$ cat src/rtl/uirq_pkg.sv
package uirq_pkg;

  localparam int NBITS  = 11;
  localparam int NLINES = 6;
  localparam int ADDR_W = 3;

  localparam int B_RING = 0;
  localparam int B_CTS  = 1;
  localparam int B_DCD  = 2;
  localparam int B_DSR  = 3;
  localparam int B_RX   = 4;
  localparam int B_TX   = 5;
  localparam int B_RT   = 6;
  localparam int B_FRM  = 7;
  localparam int B_PAR  = 8;
  localparam int B_BRK  = 9;
  localparam int B_OVR  = 10;

  localparam logic [ADDR_W-1:0] A_DATA  = ADDR_W'(0);
  localparam logic [ADDR_W-1:0] A_MASK  = ADDR_W'(1);
  localparam logic [ADDR_W-1:0] A_RAW   = ADDR_W'(2);
  localparam logic [ADDR_W-1:0] A_MSTAT = ADDR_W'(3);
  localparam logic [ADDR_W-1:0] A_CLEAR = ADDR_W'(4);

  typedef enum logic [2:0] {
    LN_COMB = 3'd0,
    LN_RX   = 3'd1,
    LN_TX   = 3'd2,
    LN_RT   = 3'd3,
    LN_MS   = 3'd4,
    LN_ERR  = 3'd5
  } line_e;

  typedef struct packed {
    logic data_wr;
    logic mask_wr;
    logic clear_wr;
  } strobe_t;

  function automatic logic [NBITS-1:0] bitv(input int pos);
    logic [NBITS-1:0] v;
    v = '0;
    v[pos] = 1'b1;
    return v;
  endfunction

  function automatic logic [NBITS-1:0] line_group(input int k);
    logic [NBITS-1:0] ms, er;
    ms = bitv(B_RING) | bitv(B_CTS) | bitv(B_DCD) | bitv(B_DSR);
    er = bitv(B_FRM) | bitv(B_PAR) | bitv(B_BRK) | bitv(B_OVR);
    case (k)
      int'(LN_COMB): return ms | er | bitv(B_RX) | bitv(B_TX) | bitv(B_RT);
      int'(LN_RX):   return bitv(B_RX);
      int'(LN_TX):   return bitv(B_TX);
      int'(LN_RT):   return bitv(B_RT);
      int'(LN_MS):   return ms;
      int'(LN_ERR):  return er;
      default:       return '0;
    endcase
  endfunction

endpackage

$ cat src/rtl/uirq_decode.sv
module uirq_decode
  import uirq_pkg::*;
(
  input  logic              wr_en,
  input  logic [ADDR_W-1:0] addr,
  input  logic [NBITS-1:0]  raw,
  input  logic [NBITS-1:0]  mask,
  input  logic [NBITS-1:0]  masked,
  output strobe_t           stb,
  output logic [NBITS-1:0]  rdata
);

  always_comb begin
    stb = '0;
    if (wr_en) begin
      unique case (addr)
        A_DATA:  stb.data_wr  = 1'b1;
        A_MASK:  stb.mask_wr  = 1'b1;
        A_CLEAR: stb.clear_wr = 1'b1;
        default: stb = '0;
      endcase
    end
  end

  always_comb begin
    unique case (addr)
      A_MASK:  rdata = mask;
      A_RAW:   rdata = raw;
      A_MSTAT: rdata = masked;
      default: rdata = '0;
    endcase
  end

endmodule

$ cat src/rtl/uirq_status.sv
module uirq_status
  import uirq_pkg::*;
(
  input  logic             clk,
  input  logic             rst_n,
  input  logic [NBITS-1:0] set_v,
  input  logic [NBITS-1:0] clr_v,
  output logic [NBITS-1:0] raw
);

  for (genvar i = 0; i < NBITS; i++) begin : g_cell
    always_ff @(posedge clk) begin
      if (!rst_n)
        raw[i] <= 1'b0;
      else if (set_v[i])
        raw[i] <= 1'b1;
      else if (clr_v[i])
        raw[i] <= 1'b0;
    end
  end

endmodule

$ cat src/rtl/uirq_route.sv
module uirq_route
  import uirq_pkg::*;
(
  input  logic [NBITS-1:0]  masked,
  output logic [NLINES-1:0] lines
);

  for (genvar k = 0; k < NLINES; k++) begin : g_line
    localparam logic [NBITS-1:0] GRP = line_group(k);
    assign lines[k] = |(masked & GRP);
  end

endmodule

$ cat src/rtl/uart_irq_ctrl.sv
module uart_irq_ctrl
  import uirq_pkg::*;
(
  input  logic              clk,
  input  logic              rst_n,
  input  logic              wr_en,
  input  logic [ADDR_W-1:0] addr,
  input  logic [NBITS-1:0]  wdata,
  output logic [NBITS-1:0]  rdata,
  input  logic [NBITS-1:0]  evt_set,
  output logic              irq_comb,
  output logic              irq_rx,
  output logic              irq_tx,
  output logic              irq_rt,
  output logic              irq_ms,
  output logic              irq_err
);

  strobe_t           stb;
  logic [NBITS-1:0]  raw_q;
  logic [NBITS-1:0]  mask_q;
  logic [NBITS-1:0]  masked;
  logic [NBITS-1:0]  set_v;
  logic [NBITS-1:0]  clr_v;
  logic [NLINES-1:0] lines;

  assign masked = raw_q & mask_q;
  assign set_v  = evt_set | (stb.data_wr ? bitv(B_TX) : '0);
  assign clr_v  = stb.clear_wr ? wdata : '0;

  uirq_decode u_dec (
    .wr_en  (wr_en),
    .addr   (addr),
    .raw    (raw_q),
    .mask   (mask_q),
    .masked (masked),
    .stb    (stb),
    .rdata  (rdata)
  );

  uirq_status u_stat (
    .clk   (clk),
    .rst_n (rst_n),
    .set_v (set_v),
    .clr_v (clr_v),
    .raw   (raw_q)
  );

  always_ff @(posedge clk) begin
    if (!rst_n)
      mask_q <= '0;
    else if (stb.mask_wr)
      mask_q <= wdata;
  end

  uirq_route u_route (
    .masked (masked),
    .lines  (lines)
  );

  assign irq_comb = lines[LN_COMB];
  assign irq_rx   = lines[LN_RX];
  assign irq_tx   = lines[LN_TX];
  assign irq_rt   = lines[LN_RT];
  assign irq_ms   = lines[LN_MS];
  assign irq_err  = lines[LN_ERR];

endmodule

$ cat config.mk
export PLATFORM = sky130hd
export DESIGN_NAME = uart_irq_ctrl
export DESIGN_NICKNAME = d
export VERILOG_FILES = /design/src/rtl/uirq_pkg.sv /design/src/rtl/uirq_decode.sv /design/src/rtl/uirq_status.sv /design/src/rtl/uirq_route.sv /design/src/rtl/uart_irq_ctrl.sv
export SDC_FILE = /design/constraint.sdc
export NUM_CORES = 1
export LEC_CHECK = 0
export BUFFER_PORTS_ARGS = -buffer_cell sky130_fd_sc_hd__buf_2
export CAP_MARGIN = 20
export CORE_MARGIN = 1.5
export CORE_UTILIZATION = 47
export DETAILED_ROUTE_END_ITERATION = 16
export GPL_TIMING_DRIVEN = 0
export PLACE_DENSITY = 0.78
export SYNTH_ARGS = -nofsm -noshare
export SYNTH_HDL_FRONTEND = slang
export SYNTH_SLANG_ARGS = --single-unit
$ cat constraint.sdc
create_clock -name clk -period 1.7 [get_ports clk]
set_clock_uncertainty 0.2 [all_clocks]
set_input_delay 0.085 -clock clk [delete_from_list [all_inputs] [get_ports clk]]
set_output_delay 0.085 -clock clk [all_outputs]
set_load 0.1 [all_outputs]
==> results.json <==
{
  "design.die.area_um2": 2662,
  "syn_avg_cell_area_um2": 7.761,
  "worst_slack_ps": -337.0,
  "outcome": "complete, but fails checks",
  "timing.setup.critical_path_class": "reg -> out",
  "rows": 17,
  "gp_congestion": 0.7891,
  "layout_commonest_cell": "sky130_fd_sc_hd__buf_2",
  "max_cap_viol_count": 0,
  "drt-vias-per-instance": 5.461,
  "detail_route.first_pass.iterations": 4,
  "via_count": 1316,
  "tritoncts_clock_tree": "built",
  "first_global_vias": 1325,
  "fp.dieW_um": 51.60,
  "flow.area_growth_from_synthesis_pct": 60.43,
  "cts_num_sinks": 22,
  "synth.yosys.seq_area_share": 0.3968,
  "crit_required_ps": 1410,
  "fin_worst_hold_slack_ps": 8.104,
  "critPathArrivalTime_ps": 1750,
  "die_h_um": 51.60,
  "intPower_uw": 762.2,
  "max_slew_margin": 0.4773,
  "layout.cells.most_common_list": "sky130_fd_sc_hd__buf_2 (35), sky130_fd_sc_hd__inv_1 (32), sky130_fd_sc_hd__dlygate4sd3_1 (23)",
  "postSynthRegisterBits": 22,
  "detail_route.drc_violations": 0,
  "switching_share": 0.3555,
  "clock_insertion_delay_worst_skew_ps": 300,
  "synth_area_um2": 1110,
  "global_route.overflow_total": 0,
  "num_io_pins": 45,
  "clock_path_buffers": 2,
  "antenna_cells_inserted": 0,
  "tritoncts.num_buffers": 3,
  "critical_path.slowest_cell": "sky130_fd_sc_hd__or4_4",
  "violations_in_the_final_reports": "negative setup slack",
  "synthCells": 143,
  "cp-end-kind": "output port",
  "period_needed_ps": 2037,
  "clk_pin_slew_worst_paths_ps": 120,
  "route.detailed.wl_per_inst_um": 13.97,
  "totalWireLength_um": 3367,
  "fin_nets": 243,
  "drt_first_iter_violations": 30,
  "grt_first_pass_wirelength_um": 5720,
  "crit_path_max_fanout": 3,
  "synthArstFlopShare": 0,
  "detailed_place_hpwl_um": 2126,
  "placedInstanceArea_um2": 1469,
  "cts_max_level": 1,
  "floorplan.initialDensity": 0.5017,
  "syn-num-nets": 171,
  "power.static_leakage_uw": 0.0007616,
  "core_area_um2": 2212,
  "number_of_buffer_and_inverter_stages_on_the_critical_path": 1,
  "power-per-cell-area_nw_per_um2": 664.2,
  "cpLargestDelayFamily": "simple AND/OR/NAND/NOR gates",
  "critPathLaunchType": "register",
  "clock.fmax_mhz": 490.9,
  "antenna_left": 0,
  "synth_ff_type": "sky130_fd_sc_hd__dfxtp_1",
  "cpPeakStageDelay_ps": 510,
  "synth_enable_flop_cells": 0,
  "finalHoldViolations": 0,
  "initial_antenna_violation_count": 0,
  "final_max_slew_viol_count": 0,
  "port-buffer-count": 44,
  "grt_util_all_layers": 0.2890,
  "comb_power_share": 0.326,
  "report.power.total_uw": 1183,
  "cts_root_buf": "sky130_fd_sc_hd__clkbuf_4",
  "path_cells": "and2_4 -> or2_0 -> or4_4 -> buf_12",
  "ys_warn_count": 0,
  "clkPwrFrac": 0.203,
  "netlist-cell-type-count": 25,
  "pwr-share-seq": 0.472,
  "worst_ir_drop_vdd_mv": 0.6102,
  "final.period_utilization": 1.198,
  "setup_viol_count_final": 2,
  "rsz_0062_raised_after_global_routing": "yes",
  "largest_net_degree_at_the_start_of_global_routing": 12,
  "timing_worst_slew_pin_value_ps": 784.1,
  "p_sw_uw": 420.4,
  "worstHoldPathType": "in -> reg",
  "finish.instance_area_um2": 1780,
  "drive_gt1_frac": 0.3333
}
[Yosys cell counts (2+ instances only)]
master | n | area share
sky130_fd_sc_hd__dfxtp_1 | 22 | 0.40
sky130_fd_sc_hd__nand2_1 | 22 | 0.074
sky130_fd_sc_hd__buf_2 | 4 | 0.018
sky130_fd_sc_hd__o21ai_0 | 10 | 0.045
sky130_fd_sc_hd__a31oi_1 | 11 | 0.062
sky130_fd_sc_hd__clkbuf_1 | 4 | 0.014
sky130_fd_sc_hd__a221oi_1 | 11 | 0.087
sky130_fd_sc_hd__nor2_1 | 2 | 0.0068
sky130_fd_sc_hd__inv_1 | 32 | 0.11
sky130_fd_sc_hd__a21boi_0 | 10 | 0.068
[layout make-up]
class	instances	area, um2
multi-input combinational	81	623.1
timing repair buffer	67	503.0
sequential	22	441.7
fill	157	431.7
inverter	32	120.1
buffer	8	35.03
tap	28	35.03
clock buffer	3	22.52
[metrics by stage]
| step | std cells | worst slack, ps | TNS, ps | util |
|---|---|---|---|---|
| final | 241 | -337.0 | -340.2 | 0.8049 |
| after global routing | 241 | -385.3 | -439.2 | 0.8049 |
| after CTS | 241 | -339.1 | -347.2 | 0.7992 |
| after detailed placement | 215 | -87.36 | -127.4 | 0.6640 |
| after global placement | 215 | -96.05 | -96.05 | 0.6640 |
| after floorplan | 143 | -406.1 | -4804 | - |
[path summary, 6_finish.rpt]
check | start | slack [ps] | depth (start not counted) | endpoint
min reg2reg | mask_q[4] | 290 | 2 | mask_q[4]
max | u_stat.raw[6] | -340 | 4 | irq_comb
max reg2reg | u_stat.raw[5] | 170 | 4 | u_stat.raw[5]
min | wr_en | 8 | 4 | mask_q[6]
[layer usage]
| layer | GRT usage | up-vias | part of all wire |
|---|---|---|---|
| met3 | 0.05460 | 4 | 0.042 |
| li1 | - | 638 | - |
| met1 | 0.3285 | 623 | 0.44 |
| met5 | 0 | - | 0 |
| met4 | 0.1184 | 0 | 0.0092 |
| met2 | 0.5256 | 51 | 0.51 |
[cell families after synthesis]
group / Yosys count / synth area share
compound gates: 48 / 0.3157
buf+inv: 40 / 0.1398
simple gates: 33 / 0.1477
flops: 22 / 0.3968
[power by group through the flow]
stage / Clock (uW) / Combinational [uW] / Sequential [uW]
after floorplan: 0 / 237 / 563
after global placement: 0 / 308 / 566
after detailed placement: 0 / 313 / 567
after CTS: 244 / 377 / 556
after global routing: 262 / 409 / 561
final: 240 / 385 / 558
[registers in the layout, summed over array words and instances (netlist names)]
| register | flops |
|---|---|
| u_stat.raw | 11 |
| mask_q | 11 |
[worst min-delay path, cell delays in order]
cell and delay (ps):
sky130_fd_sc_hd__buf_2 110, sky130_fd_sc_hd__nand4bb_1 120, sky130_fd_sc_hd__nand2_1 90, sky130_fd_sc_hd__a21boi_0 70
[what timing repair did]
| action | CTS | global route |
|---|---|---|
| endpoints found under the hold margin | 22 | 0 |
| pin swaps | 1 | 0 |
| hold buffers | 23 | 0 |
| setup buffers | 0 | 0 |
| endpoints found under the setup margin | 14 | 5 |
| gates resized for setup | 17 | 3 |
Note: power is estimated with default switching activity, not from simulation.
